$ cat src/rtl/pci_cfg_pkg.sv
package pci_cfg_pkg;

   typedef enum logic [1:0] {
      CFG_OK        = 2'b00,
      CFG_NOT_FOUND = 2'b01,
      CFG_INVALID   = 2'b10
   } cfg_status_e;

   typedef enum logic [2:0] {
      SQ_IDLE,
      SQ_PREP,
      SQ_READ,
      SQ_WRITE,
      SQ_ABORT,
      SQ_DONE
   } seq_state_e;

endpackage

$ cat src/rtl/pci_cfg_decode.sv
// Address formation and request screening (combinational).
module pci_cfg_decode
   import pci_cfg_pkg::*;
#(
   parameter int DEV_W       = 5,
   parameter int FUNC_W      = 3,
   parameter int OFF_W       = 8,
   parameter int SIZE_W      = 3,
   parameter int ADDR_W      = 32,
   parameter int BYTES       = 4,
   parameter int IDSEL_BASE  = 13,
   parameter int FUNC_LSB    = 8,
   parameter int MAX_DEV     = 18,
   parameter int WIN_BITS    = 20,
   parameter int HOST_SLOT   = 3,
   parameter bit HOST_FILTER = 1'b1,
   localparam int SH_W       = $clog2(BYTES)
) (
   input  logic [DEV_W-1:0]  dev,
   input  logic [FUNC_W-1:0] func,
   input  logic [OFF_W-1:0]  off,
   input  logic [SIZE_W-1:0] size,
   input  logic              is_local,
   output logic [ADDR_W-1:0] addr,
   output cfg_status_e       status,
   output logic [BYTES-1:0]  lanes,
   output logic [SH_W-1:0]   shift
);

   localparam int ONEHOT_W = IDSEL_BASE + (1 << DEV_W);

   if (OFF_W > FUNC_LSB) begin : g_bad_off
      $error("offset field overlaps function field");
   end
   if (FUNC_LSB + FUNC_W > IDSEL_BASE) begin : g_bad_func
      $error("function field overlaps device select");
   end
   if (WIN_BITS > ADDR_W || ONEHOT_W < ADDR_W) begin : g_bad_win
      $error("address window does not fit the bus address");
   end

   logic [ONEHOT_W-1:0] sel_wide;
   logic [ONEHOT_W-1:0] full_addr;
   logic                out_of_window;
   logic                dev_high;
   logic                host_hit;
   logic                size_legal;
   logic                crosses;
   logic [BYTES:0]      base_wide;

   assign sel_wide  = ONEHOT_W'(1) << (IDSEL_BASE + 32'(dev));
   assign full_addr = sel_wide
                    | (ONEHOT_W'(func) << FUNC_LSB)
                    | (ONEHOT_W'(off) & ~ONEHOT_W'(BYTES - 1));

   assign out_of_window = |full_addr[ONEHOT_W-1:WIN_BITS];
   assign dev_high      = 32'(dev) > 32'(MAX_DEV);
   assign addr          = full_addr[ADDR_W-1:0];

   if (HOST_FILTER) begin : g_host_filter
      assign host_hit = !is_local && (32'(dev) == 32'(HOST_SLOT));
   end else begin : g_no_filter
      assign host_hit = 1'b0;
   end

   assign size_legal = $onehot(size) && (32'(size) <= 32'(BYTES));
   assign crosses    = (32'(off[SH_W-1:0]) + 32'(size)) > 32'(BYTES);
   assign base_wide  = ((BYTES+1)'(1) << size) - (BYTES+1)'(1);
   assign shift      = off[SH_W-1:0];
   assign lanes      = base_wide[BYTES-1:0] << shift;

   always_comb begin
      if (!size_legal || crosses)
         status = CFG_INVALID;
      else if (dev_high || out_of_window || host_hit)
         status = CFG_NOT_FOUND;
      else
         status = CFG_OK;
   end

endmodule

$ cat src/rtl/pci_cfg_lanes.sv
// Byte-lane extraction for reads and merge for read-modify-write.
module pci_cfg_lanes #(
   parameter int DATA_W = 32,
   localparam int BYTES = DATA_W / 8,
   localparam int SH_W  = $clog2(BYTES)
) (
   input  logic [DATA_W-1:0] fetched,
   input  logic [DATA_W-1:0] wdata,
   input  logic [SH_W-1:0]   shift,
   input  logic [BYTES-1:0]  lanes,
   output logic [DATA_W-1:0] rd_value,
   output logic [DATA_W-1:0] merged
);

   if (DATA_W % 8 != 0 || BYTES < 2) begin : g_bad_width
      $error("data width must be a multiple of bytes");
   end

   logic [DATA_W-1:0] rd_shifted;
   logic [DATA_W-1:0] wr_shifted;
   logic [BYTES-1:0]  keep;

   assign rd_shifted = fetched >> (8 * 32'(shift));
   assign wr_shifted = wdata << (8 * 32'(shift));
   assign keep       = lanes >> shift;

   for (genvar b = 0; b < BYTES; b++) begin : g_lane
      assign merged[8*b +: 8]   = lanes[b] ? wr_shifted[8*b +: 8] : fetched[8*b +: 8];
      assign rd_value[8*b +: 8] = keep[b]  ? rd_shifted[8*b +: 8] : 8'h00;
   end

endmodule

$ cat src/rtl/pci_cfg_seq.sv
// Access sequencer: request latch, bus phases, abort handling.
module pci_cfg_seq
   import pci_cfg_pkg::*;
#(
   parameter int DATA_W = 32,
   parameter int ADDR_W = 32,
   localparam int BYTES = DATA_W / 8,
   localparam int SH_W  = $clog2(BYTES)
) (
   input  logic              clk,
   input  logic              rst_n,
   input  logic              req_valid,
   input  logic              req_write,
   input  logic [DATA_W-1:0] req_wdata,
   output logic              req_ready,
   input  cfg_status_e       dec_status,
   input  logic [ADDR_W-1:0] dec_addr,
   input  logic [BYTES-1:0]  dec_lanes,
   input  logic [SH_W-1:0]   dec_shift,
   output logic [DATA_W-1:0] lat_wdata,
   output logic [BYTES-1:0]  lat_lanes,
   output logic [SH_W-1:0]   lat_shift,
   output logic [DATA_W-1:0] fetched,
   input  logic [DATA_W-1:0] rd_value,
   input  logic [DATA_W-1:0] merged,
   output logic              done_valid,
   output cfg_status_e       done_status,
   output logic [DATA_W-1:0] done_rdata,
   output logic              bus_req,
   output logic              bus_write,
   output logic [ADDR_W-1:0] bus_addr,
   output logic [DATA_W-1:0] bus_wdata,
   input  logic              bus_ack,
   input  logic              bus_abort,
   input  logic [DATA_W-1:0] bus_rdata,
   output logic              cfg_select,
   output logic              abort_clr
);

   seq_state_e        state;
   logic [ADDR_W-1:0] lat_addr;
   logic              lat_write;
   cfg_status_e       res_status;

   always_ff @(posedge clk) begin
      if (!rst_n) begin
         state      <= SQ_IDLE;
         lat_addr   <= '0;
         lat_write  <= 1'b0;
         lat_wdata  <= '0;
         lat_lanes  <= '0;
         lat_shift  <= '0;
         fetched    <= '0;
         res_status <= CFG_OK;
      end else begin
         case (state)
            SQ_IDLE: begin
               if (req_valid) begin
                  lat_addr   <= dec_addr;
                  lat_write  <= req_write;
                  lat_wdata  <= req_wdata;
                  lat_lanes  <= dec_lanes;
                  lat_shift  <= dec_shift;
                  res_status <= dec_status;
                  state      <= (dec_status == CFG_OK) ? SQ_PREP : SQ_DONE;
               end
            end
            SQ_PREP: state <= SQ_READ;
            SQ_READ: begin
               if (bus_ack) begin
                  if (bus_abort) begin
                     state <= SQ_ABORT;
                  end else begin
                     fetched <= bus_rdata;
                     state   <= lat_write ? SQ_WRITE : SQ_DONE;
                  end
               end
            end
            SQ_WRITE: begin
               if (bus_ack)
                  state <= bus_abort ? SQ_ABORT : SQ_DONE;
            end
            SQ_ABORT: begin
               res_status <= CFG_NOT_FOUND;
               state      <= SQ_DONE;
            end
            SQ_DONE: state <= SQ_IDLE;
            default: state <= SQ_IDLE;
         endcase
      end
   end

   assign req_ready  = (state == SQ_IDLE);
   assign bus_req    = (state == SQ_READ) || (state == SQ_WRITE);
   assign bus_write  = (state == SQ_WRITE);
   assign bus_addr   = lat_addr;
   assign bus_wdata  = (state == SQ_WRITE) ? merged : '0;
   assign abort_clr  = (state == SQ_PREP) || (state == SQ_ABORT);
   assign cfg_select = (state == SQ_PREP) || (state == SQ_READ)
                    || (state == SQ_WRITE) || (state == SQ_ABORT);
   assign done_valid  = (state == SQ_DONE);
   assign done_status = res_status;

   always_comb begin
      if (lat_write)
         done_rdata = '0;
      else if (res_status == CFG_OK)
         done_rdata = rd_value;
      else
         done_rdata = '1;
   end

endmodule

$ cat src/rtl/pci_cfg_engine.sv
module pci_cfg_engine
   import pci_cfg_pkg::*;
#(
   parameter int DEV_W       = 5,
   parameter int FUNC_W      = 3,
   parameter int OFF_W       = 8,
   parameter int SIZE_W      = 3,
   parameter int DATA_W      = 32,
   parameter int ADDR_W      = 32,
   parameter int IDSEL_BASE  = 13,
   parameter int FUNC_LSB    = 8,
   parameter int MAX_DEV     = 18,
   parameter int WIN_BITS    = 20,
   parameter int HOST_SLOT   = 3,
   parameter bit HOST_FILTER = 1'b1
) (
   input  logic              clk,
   input  logic              rst_n,
   input  logic              req_valid,
   output logic              req_ready,
   input  logic              req_write,
   input  logic              req_local,
   input  logic [DEV_W-1:0]  req_dev,
   input  logic [FUNC_W-1:0] req_func,
   input  logic [OFF_W-1:0]  req_off,
   input  logic [SIZE_W-1:0] req_size,
   input  logic [DATA_W-1:0] req_wdata,
   output logic              done_valid,
   output logic [1:0]        done_status,
   output logic [DATA_W-1:0] done_rdata,
   output logic              bus_req,
   output logic              bus_write,
   output logic [ADDR_W-1:0] bus_addr,
   output logic [DATA_W-1:0] bus_wdata,
   input  logic              bus_ack,
   input  logic              bus_abort,
   input  logic [DATA_W-1:0] bus_rdata,
   output logic              cfg_select,
   output logic              abort_clr
);

   localparam int BYTES = DATA_W / 8;
   localparam int SH_W  = $clog2(BYTES);

   cfg_status_e       dec_status;
   cfg_status_e       res_status;
   logic [ADDR_W-1:0] dec_addr;
   logic [BYTES-1:0]  dec_lanes;
   logic [SH_W-1:0]   dec_shift;
   logic [DATA_W-1:0] lat_wdata;
   logic [BYTES-1:0]  lat_lanes;
   logic [SH_W-1:0]   lat_shift;
   logic [DATA_W-1:0] fetched;
   logic [DATA_W-1:0] rd_value;
   logic [DATA_W-1:0] merged;

   pci_cfg_decode #(
      .DEV_W(DEV_W), .FUNC_W(FUNC_W), .OFF_W(OFF_W), .SIZE_W(SIZE_W),
      .ADDR_W(ADDR_W), .BYTES(BYTES), .IDSEL_BASE(IDSEL_BASE),
      .FUNC_LSB(FUNC_LSB), .MAX_DEV(MAX_DEV), .WIN_BITS(WIN_BITS),
      .HOST_SLOT(HOST_SLOT), .HOST_FILTER(HOST_FILTER)
   ) u_decode (
      .dev(req_dev), .func(req_func), .off(req_off), .size(req_size),
      .is_local(req_local), .addr(dec_addr), .status(dec_status),
      .lanes(dec_lanes), .shift(dec_shift)
   );

   pci_cfg_lanes #(.DATA_W(DATA_W)) u_lanes (
      .fetched(fetched), .wdata(lat_wdata), .shift(lat_shift),
      .lanes(lat_lanes), .rd_value(rd_value), .merged(merged)
   );

   pci_cfg_seq #(.DATA_W(DATA_W), .ADDR_W(ADDR_W)) u_seq (
      .clk(clk), .rst_n(rst_n),
      .req_valid(req_valid), .req_write(req_write), .req_wdata(req_wdata),
      .req_ready(req_ready),
      .dec_status(dec_status), .dec_addr(dec_addr), .dec_lanes(dec_lanes),
      .dec_shift(dec_shift),
      .lat_wdata(lat_wdata), .lat_lanes(lat_lanes), .lat_shift(lat_shift),
      .fetched(fetched), .rd_value(rd_value), .merged(merged),
      .done_valid(done_valid), .done_status(res_status), .done_rdata(done_rdata),
      .bus_req(bus_req), .bus_write(bus_write), .bus_addr(bus_addr),
      .bus_wdata(bus_wdata), .bus_ack(bus_ack), .bus_abort(bus_abort),
      .bus_rdata(bus_rdata), .cfg_select(cfg_select), .abort_clr(abort_clr)
   );

   assign done_status = res_status;

endmodule

$ cat config.mk
export PLATFORM = sky130hd
export DESIGN_NAME = pci_cfg_engine
export DESIGN_NICKNAME = d
export VERILOG_FILES = /design/src/rtl/pci_cfg_pkg.sv /design/src/rtl/pci_cfg_decode.sv /design/src/rtl/pci_cfg_lanes.sv /design/src/rtl/pci_cfg_seq.sv /design/src/rtl/pci_cfg_engine.sv
export SDC_FILE = /design/constraint.sdc
export NUM_CORES = 1
export LEC_CHECK = 0
export BUFFER_PORTS_ARGS = -buffer_cell sky130_fd_sc_hd__buf_2
export CORE_MARGIN = 2
export CORE_UTILIZATION = 56
export DETAILED_ROUTE_END_ITERATION = 8
export PLACE_DENSITY = 0.9
export RECOVER_POWER = 50
export SLEW_MARGIN = 30
export SYNTH_ARGS = -nofsm -noshare
export SYNTH_HDL_FRONTEND = slang
export SYNTH_SLANG_ARGS = --single-unit
$ cat constraint.sdc
create_clock -name clk -period 4.31 [get_ports clk]
set_input_delay 0.431 -clock clk [delete_from_list [all_inputs] [get_ports clk]]
set_output_delay 0.431 -clock clk [all_outputs]
set_load 0.005 [all_outputs]
==> impl_metrics.tcl <==
set metrics [dict create \
    wl_per_cell_um 16.42 \
    drv_slew 74 \
    path_clk_slew_ns 0.10 \
    drive_gt1_share_pct 25.43 \
    cpMaxStageDelayCell "dfxtp_2" \
    synth.ff_latch_count 108 \
    final.setup_skew_ns 0.009593 \
    synthesis.area_um2 6135 \
    clock.fmax_mhz 308.6 \
    violations "max-capacitance violations, max-slew violations" \
    r2r-start "u_seq.state[0]" \
    cp-start-kind "flop" \
    p_total_mw 3.202 \
    syn_nets 890 \
    placed_cells 1064 \
    hold_depth 3 \
    cts_hold_buffers 0 \
    syn2layout_area_growth_pct 16.93 \
    initial_utilization_pct 57.09 \
    path_class "reg2out" \
    synthCells 796 \
    insertion_delay_ns 0.38 \
    remaining_drc_errors 0 \
    cts_resized 0 \
    final.setup.tns_ns 0 \
    yosysWarnings 0 \
    worstSetupEndpointType "primary output" \
    synth-seq-area-share_pct 35.24 \
    hold_viol 0 \
    dieWidth_um 108.7 \
    vias_per_cell 5.675 \
    syn_area_per_cell_um2 7.707 \
    synth.distinct_cells 46 \
    totalWireLength_mm 17.74 \
    ant_nets 0 \
    core-area_um2 10750 \
    grt_pass1_wl_mm 26.97 \
    min_period_ns 3.240 \
    synth-async-reset-ratio_pct 0 \
    status "finished, violations left" \
    overflow 0 \
    die_area_um2 11810 \
    dieHeight_um 108.7 \
    port_buffers 193 \
    ff2ff_path_depth 3 \
    cts_tree "done" \
    fin_cells 1080 \
    arrival_ns 2.81 \
    p_leak_nw 2.871 \
    regToRegSetupSlack_ns 1.15 \
    synth_edf_count 0 \
    drt_iter0_drc 572 \
    grt_util_all_layers_pct 29.38 \
    cts_sinks 108 \
    cts-root-buf "clkbuf_8" \
    routabilityCongestion 0.9826 \
    grt_pass1_vias 5473 \
    reg2reg_to "u_seq.bus_addr[14]" \
    slew_headroom_pct -62.48 \
    synthFlopType "dfxtp_1" \
    antenna_found_initial 0 \
    max_stage_delay_ns 0.85 \
    required_ns 3.88 \
    worstPathCellList "buf_4, mux2i_1, o211ai_1, a21oi_1, buf_2" \
    nets 1029 \
    critPathLaunch "u_seq.lat_shift[0]" \
    min_path_type "in2reg" \
    rsz0062_at_grt "no" \
    hold_end "u_seq.lat_wdata[18]" \
    drv_cap 1 \
    cts_buffers 9 \
    worstMarginPinSlew_ns 2.437 \
    fin_crit_sh_pct 75.18 \
    post_cts_buffers 0 \
    drt_pass1_iterations 8 \
    dp_hpwl_mm 12.74 \
    worstHoldStart "req_wdata[18]" \
    grt_max_degree 81 \
    power.density_nw_per_um2 446.4 \
    diodes 0 \
    cts_max_level 3 \
    rows 38 \
    cts_buffer_depth 2 \
    ir_drop_mv 0.5977 \
    cp_max_fo 39 \
    vias 6129 \
    setup_viol 0 \
    pin_count 194 \
]
routing by layer:
layer | global-route usage (%) | vias up | wire length [µm] | share of wire (%)
li1 | - | 2991 | - | -
met3 | 5.977 | 52 | 1599 | 9.0
met1 | 38.16 | 2777 | 7326 | 41
met5 | 0 | - | 0 | 0
met2 | 47.95 | 309 | 8218 | 46
met4 | 11.81 | 0 | 590 | 3.3
worst max-delay path: cells and delay by family (launching register included):
| kind | cells | cell delay (ns) |
|---|---|---|
| AOI/OAI and AO/OA | 2 | 0.37 |
| muxes | 1 | 0.59 |
| DFF | 1 | 0.85 |
| buffers and inverters | 2 | 0.60 |
per-stage QoR:
step / instance area [µm²] / utilization, % / setup WS (ns) / hold WS (ns)
after floorplan: 6135 / - / 2.453 / 0.4334
after global placement: 6984 / 65.00 / 1.539 / 0.4462
after detailed placement: 6997 / 65.11 / 1.558 / 0.4495
after CTS: 7204 / 67.05 / 1.137 / 0.2710
after global routing: 7173 / 66.76 / 0.8897 / 0.2783
final: 7173 / 66.76 / 1.070 / 0.2809
area by class of cell:
class                           instances  area (µm²)
Inverter                                7       26.28
Clock inverter                          5       66.31
Multi-Input combinational cell        612        3620
Tap cell                              140       175.2
Fill cell                             953        3572
Timing Repair Buffer                  197       975.9
Clock buffer                           11       141.4
Sequential cell                       108        2168
where the power goes:
part / internal (mW) / leakage (nW) / switching (mW) / total [mW]
Combinational: 0.513 / 1.89 / 0.662 / 1.18
Sequential: 1.12 / 0.879 / 0.250 / 1.37
Clock: 0.293 / 0.102 / 0.361 / 0.654
Total: 1.93 / 2.87 / 1.27 / 3.20
cells in the final DEF (no fill, tap or decap), types with 9 or more instances in the layout:
cell type and count:
nand2_1 218, buf_2 176, dfxtp_1 105, a21oi_1 88, a21boi_0 65, nor2_1 51
nor2b_1 29, mux2i_1 28, mux2_2 24, clkbuf_1 17, nand3_1 14, clkbuf_8 10
a211oi_1 9, o21ai_0 9
Yosys cell counts (5+ instances only):
library cell / number / area, µm²
nand2_1: 219 / 822.0
dfxtp_1: 108 / 2162
a21oi_1: 88 / 440.4
a21boi_0: 65 / 488.0
nor2_1: 52 / 195.2
clkbuf_1: 36 / 135.1
nor2b_1: 29 / 181.4
mux2i_1: 28 / 280.3
mux2_2: 24 / 270.3
buf_2: 22 / 110.1
nand3_1: 14 / 70.07
a211oi_1: 9 / 67.56
o21ai_0: 9 / 45.04
mux4_2: 8 / 180.2
o211ai_1: 8 / 60.06
o22ai_1: 8 / 50.05
inv_1: 7 / 26.28
and3_1: 5 / 31.28
buf_6: 5 / 56.30
nand4_1: 5 / 31.28
registers in the layout (all words and copies together), names as in the netlist:
signal             flops
u_seq.lat_write        1
u_seq.fetched         32
u_seq.done_status      2
u_seq.bus_addr        32
u_seq.lat_lanes        4
u_seq.lat_wdata       32
u_seq.lat_shift        2
u_seq.state            3
worst max path at each step:
stage / to / slack (ns) / depth (start not counted)
6_report: done_rdata[4] / 1.07 / 5
5_1_grt: u_seq.bus_addr[14] / 0.89 / 3
4_1_cts: done_rdata[4] / 1.14 / 5
3_5_place_dp: done_rdata[4] / 1.56 / 5
3_3_place_gp: done_rdata[5] / 1.54 / 5
2_1_floorplan: done_rdata[0] / 2.45 / 5
cells by family after synthesis:
family	count (synthesis)	share of synthesized area [%]
AND/OR/NAND/NOR	345	24.82
AO/OA/AOI/OAI	201	20.78
flip-flops	108	35.24
buffers and inverters	76	5.894
multiplexers	60	11.91
adder cells (fa/ha/maj)	4	1.061
XOR/XNOR	2	0.2856
Note: power is estimated with default switching activity, not from simulation.
